**config.mk**
```make
export PLATFORM = sky130hd
export DESIGN_NAME = ea_unit
export DESIGN_NICKNAME = d
export VERILOG_FILES = /design/src/rtl/ea_pkg.sv /design/src/rtl/ea_index_adder.sv /design/src/rtl/ea_page_adder.sv /design/src/rtl/ea_unit.sv
export SDC_FILE = /design/constraint.sdc
export NUM_CORES = 1
export LEC_CHECK = 0
export BUFFER_PORTS_ARGS = -buffer_cell sky130_fd_sc_hd__buf_4
export CAP_MARGIN = 40
export CORE_MARGIN = 5
export CORE_UTILIZATION = 57
export CTS_CLUSTER_SIZE = 16
export DETAILED_ROUTE_END_ITERATION = 8
export PLACE_DENSITY = 0.84
export SETUP_SLACK_MARGIN = 0.2
export SYNTH_ARGS = -nofsm -noshare
export SYNTH_HDL_FRONTEND = slang
export SYNTH_SLANG_ARGS = --single-unit
```
**constraint.sdc**
```tcl
create_clock -name clk_i -period 2.35 [get_ports clk_i]
set_clock_uncertainty 0.05 [all_clocks]
set_input_delay 0.1175 -clock clk_i [delete_from_list [all_inputs] [get_ports clk_i]]
set_output_delay 0.1175 -clock clk_i [all_outputs]
set_load 0.01 [all_outputs]
```
**src/rtl/ea_pkg.sv**
```systemverilog
package ea_pkg;
  localparam logic [3:0] MD_ZP_X    = 4'd0;
  localparam logic [3:0] MD_ZP_Y    = 4'd1;
  localparam logic [3:0] MD_ABS_X   = 4'd2;
  localparam logic [3:0] MD_ABS_Y   = 4'd3;
  localparam logic [3:0] MD_IND_X   = 4'd4;
  localparam logic [3:0] MD_REL     = 4'd5;
  localparam logic [3:0] MD_JMP_IND = 4'd6;
  localparam logic [3:0] MD_PUSH    = 4'd7;
  localparam logic [3:0] MD_PULL    = 4'd8;

  typedef enum logic [2:0] {
    ST_IDLE,
    ST_DUMMY,
    ST_PTR_LO,
    ST_PTR_HI,
    ST_STACK,
    ST_FIN
  } ea_state_e;
endpackage

```
**src/rtl/ea_index_adder.sv**
```systemverilog
// Adds an 8-bit offset to a full address; reports the low-byte-only partial result.
module ea_index_adder #(
  parameter int AW         = 16,
  parameter int DW         = 8,
  parameter bit SIGNED_OFS = 1'b0
) (
  input  logic [AW-1:0] base_i,
  input  logic [DW-1:0] ofs_i,
  output logic [AW-1:0] partial_o,
  output logic [AW-1:0] full_o,
  output logic          cross_o
);
  localparam int HW = AW - DW;

  logic [AW-1:0] ofs_ext;

  generate
    if (SIGNED_OFS) begin : g_sext
      assign ofs_ext = {{HW{ofs_i[DW-1]}}, ofs_i};
    end else begin : g_zext
      assign ofs_ext = {{HW{1'b0}}, ofs_i};
    end
  endgenerate

  assign full_o    = base_i + ofs_ext;
  assign partial_o = {base_i[AW-1:DW], full_o[DW-1:0]};
  assign cross_o   = (full_o[AW-1:DW] != base_i[AW-1:DW]);

  // without a page change the uncorrected address is already final
  always_comb begin
    if (!cross_o) begin
      assert_partial_final_R4: assert (partial_o == full_o);
    end
  end
endmodule

```
**src/rtl/ea_page_adder.sv**
```systemverilog
// In-page add: carry out of the low byte is dropped.
module ea_page_adder #(
  parameter int AW = 16,
  parameter int DW = 8
) (
  input  logic [AW-DW-1:0] page_i,
  input  logic [DW-1:0]    a_i,
  input  logic [DW-1:0]    b_i,
  output logic [AW-1:0]    addr_o
);
  logic [DW-1:0] sum;
  assign sum    = a_i + b_i;
  assign addr_o = {page_i, sum};
endmodule

```
**src/rtl/ea_unit.sv**
```systemverilog
module ea_unit
  import ea_pkg::*;
#(
  parameter int          AW         = 16,
  parameter int          DW         = 8,
  parameter int unsigned STACK_PAGE = 1
) (
  input  logic          clk_i,
  input  logic          rst_ni,
  input  logic          start_i,
  input  logic [3:0]    mode_i,
  input  logic [AW-1:0] operand_i,
  input  logic [DW-1:0] x_i,
  input  logic [DW-1:0] y_i,
  input  logic [AW-1:0] pc_i,
  input  logic [DW-1:0] sp_i,
  input  logic          rmw_i,
  input  logic [DW-1:0] rdata_i,
  output logic [AW-1:0] bus_addr_o,
  output logic          bus_rd_o,
  output logic          bus_wr_o,
  output logic          dummy_o,
  output logic [AW-1:0] ea_o,
  output logic [DW-1:0] sp_o,
  output logic          busy_o,
  output logic          done_o
);
  localparam int HW = AW - DW;
  localparam logic [HW-1:0] ZP_PAGE  = '0;
  localparam logic [HW-1:0] STK_PAGE = HW'(STACK_PAGE);

  ea_state_e     state_q;
  logic [3:0]    mode_q;
  logic [AW-1:0] a0_q, plo_q, phi_q, ea_q;
  logic [DW-1:0] lo_q, sp_q;
  logic          push_q;

  logic          accept;
  logic          use_y;
  logic [DW-1:0] idx;
  logic [AW-1:0] abs_partial, abs_full, rel_partial, rel_full;
  logic          abs_cross, rel_cross;
  logic [AW-1:0] zp_sum, inc_addr, stk_addr, zp_base;
  logic          is_jind, is_pull;
  logic [HW-1:0] inc_page;
  logic [DW-1:0] inc_a;

  assign accept  = (state_q == ST_IDLE) && start_i;
  assign use_y   = (mode_i == MD_ZP_Y) || (mode_i == MD_ABS_Y);
  assign idx     = use_y ? y_i : x_i;
  assign is_jind = (mode_i == MD_JMP_IND);
  assign is_pull = (mode_i == MD_PULL);
  assign zp_base = {ZP_PAGE, operand_i[DW-1:0]};

  ea_index_adder #(.AW(AW), .DW(DW), .SIGNED_OFS(1'b0)) u_abs_add (
    .base_i   (operand_i),
    .ofs_i    (idx),
    .partial_o(abs_partial),
    .full_o   (abs_full),
    .cross_o  (abs_cross)
  );

  ea_index_adder #(.AW(AW), .DW(DW), .SIGNED_OFS(1'b1)) u_rel_add (
    .base_i   (pc_i),
    .ofs_i    (operand_i[DW-1:0]),
    .partial_o(rel_partial),
    .full_o   (rel_full),
    .cross_o  (rel_cross)
  );

  ea_page_adder #(.AW(AW), .DW(DW)) u_zp_add (
    .page_i(ZP_PAGE),
    .a_i   (operand_i[DW-1:0]),
    .b_i   (idx),
    .addr_o(zp_sum)
  );

  // second pointer byte: zero page for indirect-X, operand page for indirect jump
  assign inc_page = is_jind ? operand_i[AW-1:DW] : ZP_PAGE;
  assign inc_a    = is_jind ? operand_i[DW-1:0] : zp_sum[DW-1:0];

  ea_page_adder #(.AW(AW), .DW(DW)) u_inc_add (
    .page_i(inc_page),
    .a_i   (inc_a),
    .b_i   (DW'(1)),
    .addr_o(inc_addr)
  );

  ea_page_adder #(.AW(AW), .DW(DW)) u_stk_add (
    .page_i(STK_PAGE),
    .a_i   (sp_i),
    .b_i   (DW'(is_pull)),
    .addr_o(stk_addr)
  );

  always_ff @(posedge clk_i or negedge rst_ni) begin
    if (!rst_ni) begin
      state_q <= ST_IDLE;
      mode_q  <= '0;
      a0_q    <= '0;
      plo_q   <= '0;
      phi_q   <= '0;
      ea_q    <= '0;
      lo_q    <= '0;
      sp_q    <= '0;
      push_q  <= 1'b0;
    end else begin
      unique case (state_q)
        ST_IDLE: begin
          if (accept) begin
            mode_q <= mode_i;
            sp_q   <= sp_i;
            push_q <= 1'b0;
            unique case (mode_i)
              MD_ZP_X, MD_ZP_Y: begin
                a0_q    <= zp_base;
                ea_q    <= zp_sum;
                state_q <= ST_DUMMY;
              end
              MD_ABS_X, MD_ABS_Y: begin
                a0_q    <= abs_partial;
                ea_q    <= abs_full;
                state_q <= (abs_cross || rmw_i) ? ST_DUMMY : ST_FIN;
              end
              MD_IND_X: begin
                a0_q    <= zp_base;
                plo_q   <= zp_sum;
                phi_q   <= inc_addr;
                state_q <= ST_DUMMY;
              end
              MD_REL: begin
                a0_q    <= rel_partial;
                ea_q    <= rel_full;
                state_q <= rel_cross ? ST_DUMMY : ST_FIN;
              end
              MD_JMP_IND: begin
                plo_q   <= operand_i;
                phi_q   <= inc_addr;
                state_q <= ST_PTR_LO;
              end
              MD_PUSH: begin
                a0_q    <= stk_addr;
                ea_q    <= stk_addr;
                sp_q    <= sp_i - DW'(1);
                push_q  <= 1'b1;
                state_q <= ST_STACK;
              end
              MD_PULL: begin
                a0_q    <= stk_addr;
                ea_q    <= stk_addr;
                sp_q    <= sp_i + DW'(1);
                state_q <= ST_STACK;
              end
              default: begin
                ea_q    <= operand_i;
                state_q <= ST_FIN;
              end
            endcase
          end
        end
        ST_DUMMY:  state_q <= (mode_q == MD_IND_X) ? ST_PTR_LO : ST_FIN;
        ST_PTR_LO: begin
          lo_q    <= rdata_i;
          state_q <= ST_PTR_HI;
        end
        ST_PTR_HI: begin
          ea_q    <= AW'({rdata_i, lo_q});
          state_q <= ST_FIN;
        end
        ST_STACK:  state_q <= ST_FIN;
        ST_FIN:    state_q <= ST_IDLE;
        default:   state_q <= ST_IDLE;
      endcase
    end
  end

  always_comb begin
    unique case (state_q)
      ST_DUMMY, ST_STACK: bus_addr_o = a0_q;
      ST_PTR_LO:          bus_addr_o = plo_q;
      ST_PTR_HI:          bus_addr_o = phi_q;
      default:            bus_addr_o = '0;
    endcase
  end

  assign bus_rd_o = (state_q == ST_DUMMY) || (state_q == ST_PTR_LO) ||
                    (state_q == ST_PTR_HI) || ((state_q == ST_STACK) && !push_q);
  assign bus_wr_o = (state_q == ST_STACK) && push_q;
  assign dummy_o  = (state_q == ST_DUMMY);
  assign busy_o   = (state_q != ST_IDLE);
  assign done_o   = (state_q == ST_FIN);
  assign ea_o     = ea_q;
  assign sp_o     = sp_q;

  logic zp_mode_q, idx_mode_q, stk_mode_q;
  assign zp_mode_q  = (mode_q == MD_ZP_X) || (mode_q == MD_ZP_Y) || (mode_q == MD_IND_X);
  assign idx_mode_q = (mode_q == MD_ABS_X) || (mode_q == MD_ABS_Y) || (mode_q == MD_REL);
  assign stk_mode_q = (mode_q == MD_PUSH) || (mode_q == MD_PULL);

  assert_done_pulse_R10: assert property (@(posedge clk_i) disable iff (!rst_ni)
    done_o |=> !done_o);

  assert_start_ignored_R10: assert property (@(posedge clk_i) disable iff (!rst_ni)
    (busy_o && start_i) |=> $stable(mode_q));

  assert_rd_wr_excl_R9: assert property (@(posedge clk_i) disable iff (!rst_ni)
    !(bus_rd_o && bus_wr_o));

  assert_zp_page_R6: assert property (@(posedge clk_i) disable iff (!rst_ni)
    (bus_rd_o && zp_mode_q) |-> (bus_addr_o[AW-1:DW] == ZP_PAGE));

  assert_dummy_low_R4: assert property (@(posedge clk_i) disable iff (!rst_ni)
    (dummy_o && idx_mode_q) |-> (bus_addr_o[DW-1:0] == ea_q[DW-1:0]));

  assert_stack_page_R9: assert property (@(posedge clk_i) disable iff (!rst_ni)
    ((bus_rd_o || bus_wr_o) && stk_mode_q) |-> (bus_addr_o[AW-1:DW] == STK_PAGE));

  assert_dummy_is_read_R2: assert property (@(posedge clk_i) disable iff (!rst_ni)
    dummy_o |-> (bus_rd_o && !bus_wr_o));
endmodule

```
==> metrics.yaml <==
status: "complete, but fails checks"
failed_checks: "negative setup slack"
crit_arrival_ps: 2990
fin_crit_ps: 2772
crit_chain: "buf_8, nor3_4, buf_12, mux2_4, ha_4, inv_2, fa_2, nor2b_1, o21a_1, o211a_4, o31a_1, buf_4, a221oi_2, buf_4, o21ai_2"
drtIter0Drc: 1355
syn_area_per_cell_um2: 8.306
setup_violations: 20
worst_slack_ps: -421.8
row_count: 38
tritoncts: "yes"
worstSetupPathType: "input pin to register"
design.core.area_um2: 10890
netlist_area_um2: 6346
post-route-util: 0.8696
critPathMostFrequentCell: "buf_4"
clock_sinks: 80
grt_pass1_wl_um: 38090
clk_latency_ps: 390
synth_flop_cell: "dfrtp_1"
finalNonFillerCells: 1154
yosys_warnings: 0
async_flop_share: 1.000
cts-root-buf: "clkbuf_8"
pwr_density_cell_nw_per_um2: 867.4
dp_hpwl_um: 17820
synth_seq_cells: 80
relSlewSlack: 0.5243
cts_max_level: 3
grt_max_degree: 43
slew_viol_final: 0
drv_cap: 0
syn_nets: 872
wire_per_inst_um: 24.25
crit_slowest_cell: "o31a_1"
dpl_worst_slack_ps: -653.3
antenna_cells: 0
via_per_inst: 6.817
ir_drop_mv: 0.8851
worstPathMaxFanout: 6
rsz0062_at_grt: "yes"
drtPass1Iterations: 6
power.leakage_nw: 4.382
start_util: 0.5829
finalNetCount: 1117
antenna_found_initial: 0
vias: 7867
grt_pass1_vias: 7332
required_ps: 2570
synth_cell_types: 69
placed_cells: 1107
ios: 117
synthCells: 764
period_share: 1.179
cts_buffer_depth: 2
hold_viol: 0
grtUsageTotal: 0.3674
ys_seq_area_frac: 0.3155
hold_class: "input pin to register"
overflow: 0
startpoint: "mode_i[3]"
place.gp.congestion: 0.9869
die_h_um: 115.5
syn_to_final_growth_pct: 49.19
wirelength_um: 27990
cp-end-kind: "register"
ant_nets: 0
synth_edf_count: 0
clkTransAtPathRegs_ps: 90
cp_slowest_stage_delay_ps: 370
io_buffers: 116
hold_start: "operand_i[14]"
startpoint_type: "input pin"
fin_total_pwr_mw: 8.212
drc: 0
die_w_um: 115.5
fin_tns_setup_ps: -4443
r2r-start: "state_q[2]"
die_area_um2: 13340
max_freq_mhz: 360.8
drive_gt1_frac: 0.3895
worstMarginPinSlew_ps: 713.5
numCtsBuffers: 9
synthesized netlist by cell type (4+ instances only):
cell	n	share of area
a211oi_1	8	0.0095
a21o_1	19	0.022
a21oi_1	39	0.031
a221oi_1	18	0.025
a22oi_1	25	0.030
a31oi_1	12	0.012
and2_1	10	0.0099
and3_1	11	0.011
clkbuf_1	45	0.027
dfrtp_1	80	0.32
ha_1	33	0.065
inv_1	13	0.0077
mux2_2	24	0.043
nand2_1	121	0.072
nand2b_1	4	0.0039
nand3_1	14	0.011
nor2_1	45	0.027
nor3_1	16	0.013
nor3b_1	4	0.0047
o21a_1	10	0.012
o21ai_0	40	0.032
o21ai_1	43	0.034
o21bai_1	5	0.0059
o22ai_1	10	0.0099
o31ai_1	5	0.0059
or3_1	6	0.0059
xnor2_1	22	0.030
xor2_1	13	0.018
critical path: cells and delay by family:
family,cells,cell delay (ps)
compound gates,5,1200
mux,1,320
buf+inv,5,700
simple gates,2,250
fa+ha+maj,2,380
sequential cells by signal (all words and copies together), names as in the netlist:
register / flops
ea_o: 16
state_q: 3
phi_q: 8
sp_o: 8
mode_q: 4
a0_q: 16
lo_q: 8
plo_q: 16
push_q: 1
logic make-up after synthesis:
family | share of synthesized area
compound gates | 0.2747
fa+ha+maj | 0.07453
buf+inv | 0.03785
mux | 0.04732
flops | 0.3155
simple gates | 0.1875
xor+xnor | 0.06270
timing repair:
item / 4_1_cts / 5_1_grt
pin swaps: 29 / 30
endpoints found under the hold margin: 57 / 0
gates resized for setup: 42 / 56
endpoints found under the setup margin: 33 / 47
hold buffers: 17 / 0
setup buffers: 3 / 11
path summary, 6_finish.rpt:
check	to	slack, ps	depth (start not counted)
max	ea_o[8]	-420	15
min	plo_q[14]	20	3
max reg2reg	ea_o[11]	-60	8
min reg2reg	phi_q[1]	430	2
max in group asynchronous	ea_o[0]	1270	3
min in group asynchronous	plo_q[14]	240	2
stage by stage:
stage / hold WS (ps) / cell area (um2)
2_1_floorplan: -228.1 / 6578
3_3_place_gp: 80.88 / 8436
3_5_place_dp: 90.64 / 8443
4_1_cts: 6.737 / 9072
5_1_grt: 16.52 / 9468
6_report: 17.77 / 9468
metal layers:
metal	up-vias	wire, um	GRT usage
li1	3315	-	-
met1	3728	9584	0.4454
met2	614	13230	0.6304
met3	210	2966	0.04491
met4	0	2204	0.2105
met5	-	0	0
power by group:
part | switching, mW | total, mW | internal (mW)
clock | 0.588 | 1.11 | 0.526
combinational | 2.56 | 4.64 | 2.09
sequential | 0.448 | 2.45 | 2.01
cells in the final DEF (no fill, tap or decap), drive strengths merged, types with 4 or more instances in the layout:
| cell type | count |
|---|---|
| a22oi | 25 |
| nor2 | 45 |
| buf | 265 |
| xor2 | 13 |
| inv | 15 |
| o21a | 10 |
| a21oi | 39 |
| clkbuf | 10 |
| a31oi | 12 |
| a221oi | 18 |
| nor3 | 17 |
| nand3 | 14 |
| ha | 33 |
| dfrtp | 80 |
| dlygate4sd3 | 17 |
| nand2 | 121 |
| mux2 | 24 |
| and2 | 10 |
| a21o | 19 |
| o21bai | 5 |
| and3 | 11 |
| nand2b | 4 |
| xnor2 | 22 |
| or3 | 6 |
| nor3b | 4 |
| o31ai | 5 |
| o22ai | 10 |
| o21ai | 83 |
| a211oi | 9 |
layout make-up:
type                            count  area (um2)
Clock buffer                       10       137.6
Clock inverter                      6       66.31
Fill cell                         545        1420
Inverter                           13       53.80
Multi-Input combinational cell    623        4773
Sequential cell                    80        2002
Tap cell                          140       175.2
Timing Repair Buffer              282        2260
Power figures use the tool's default switching activity.
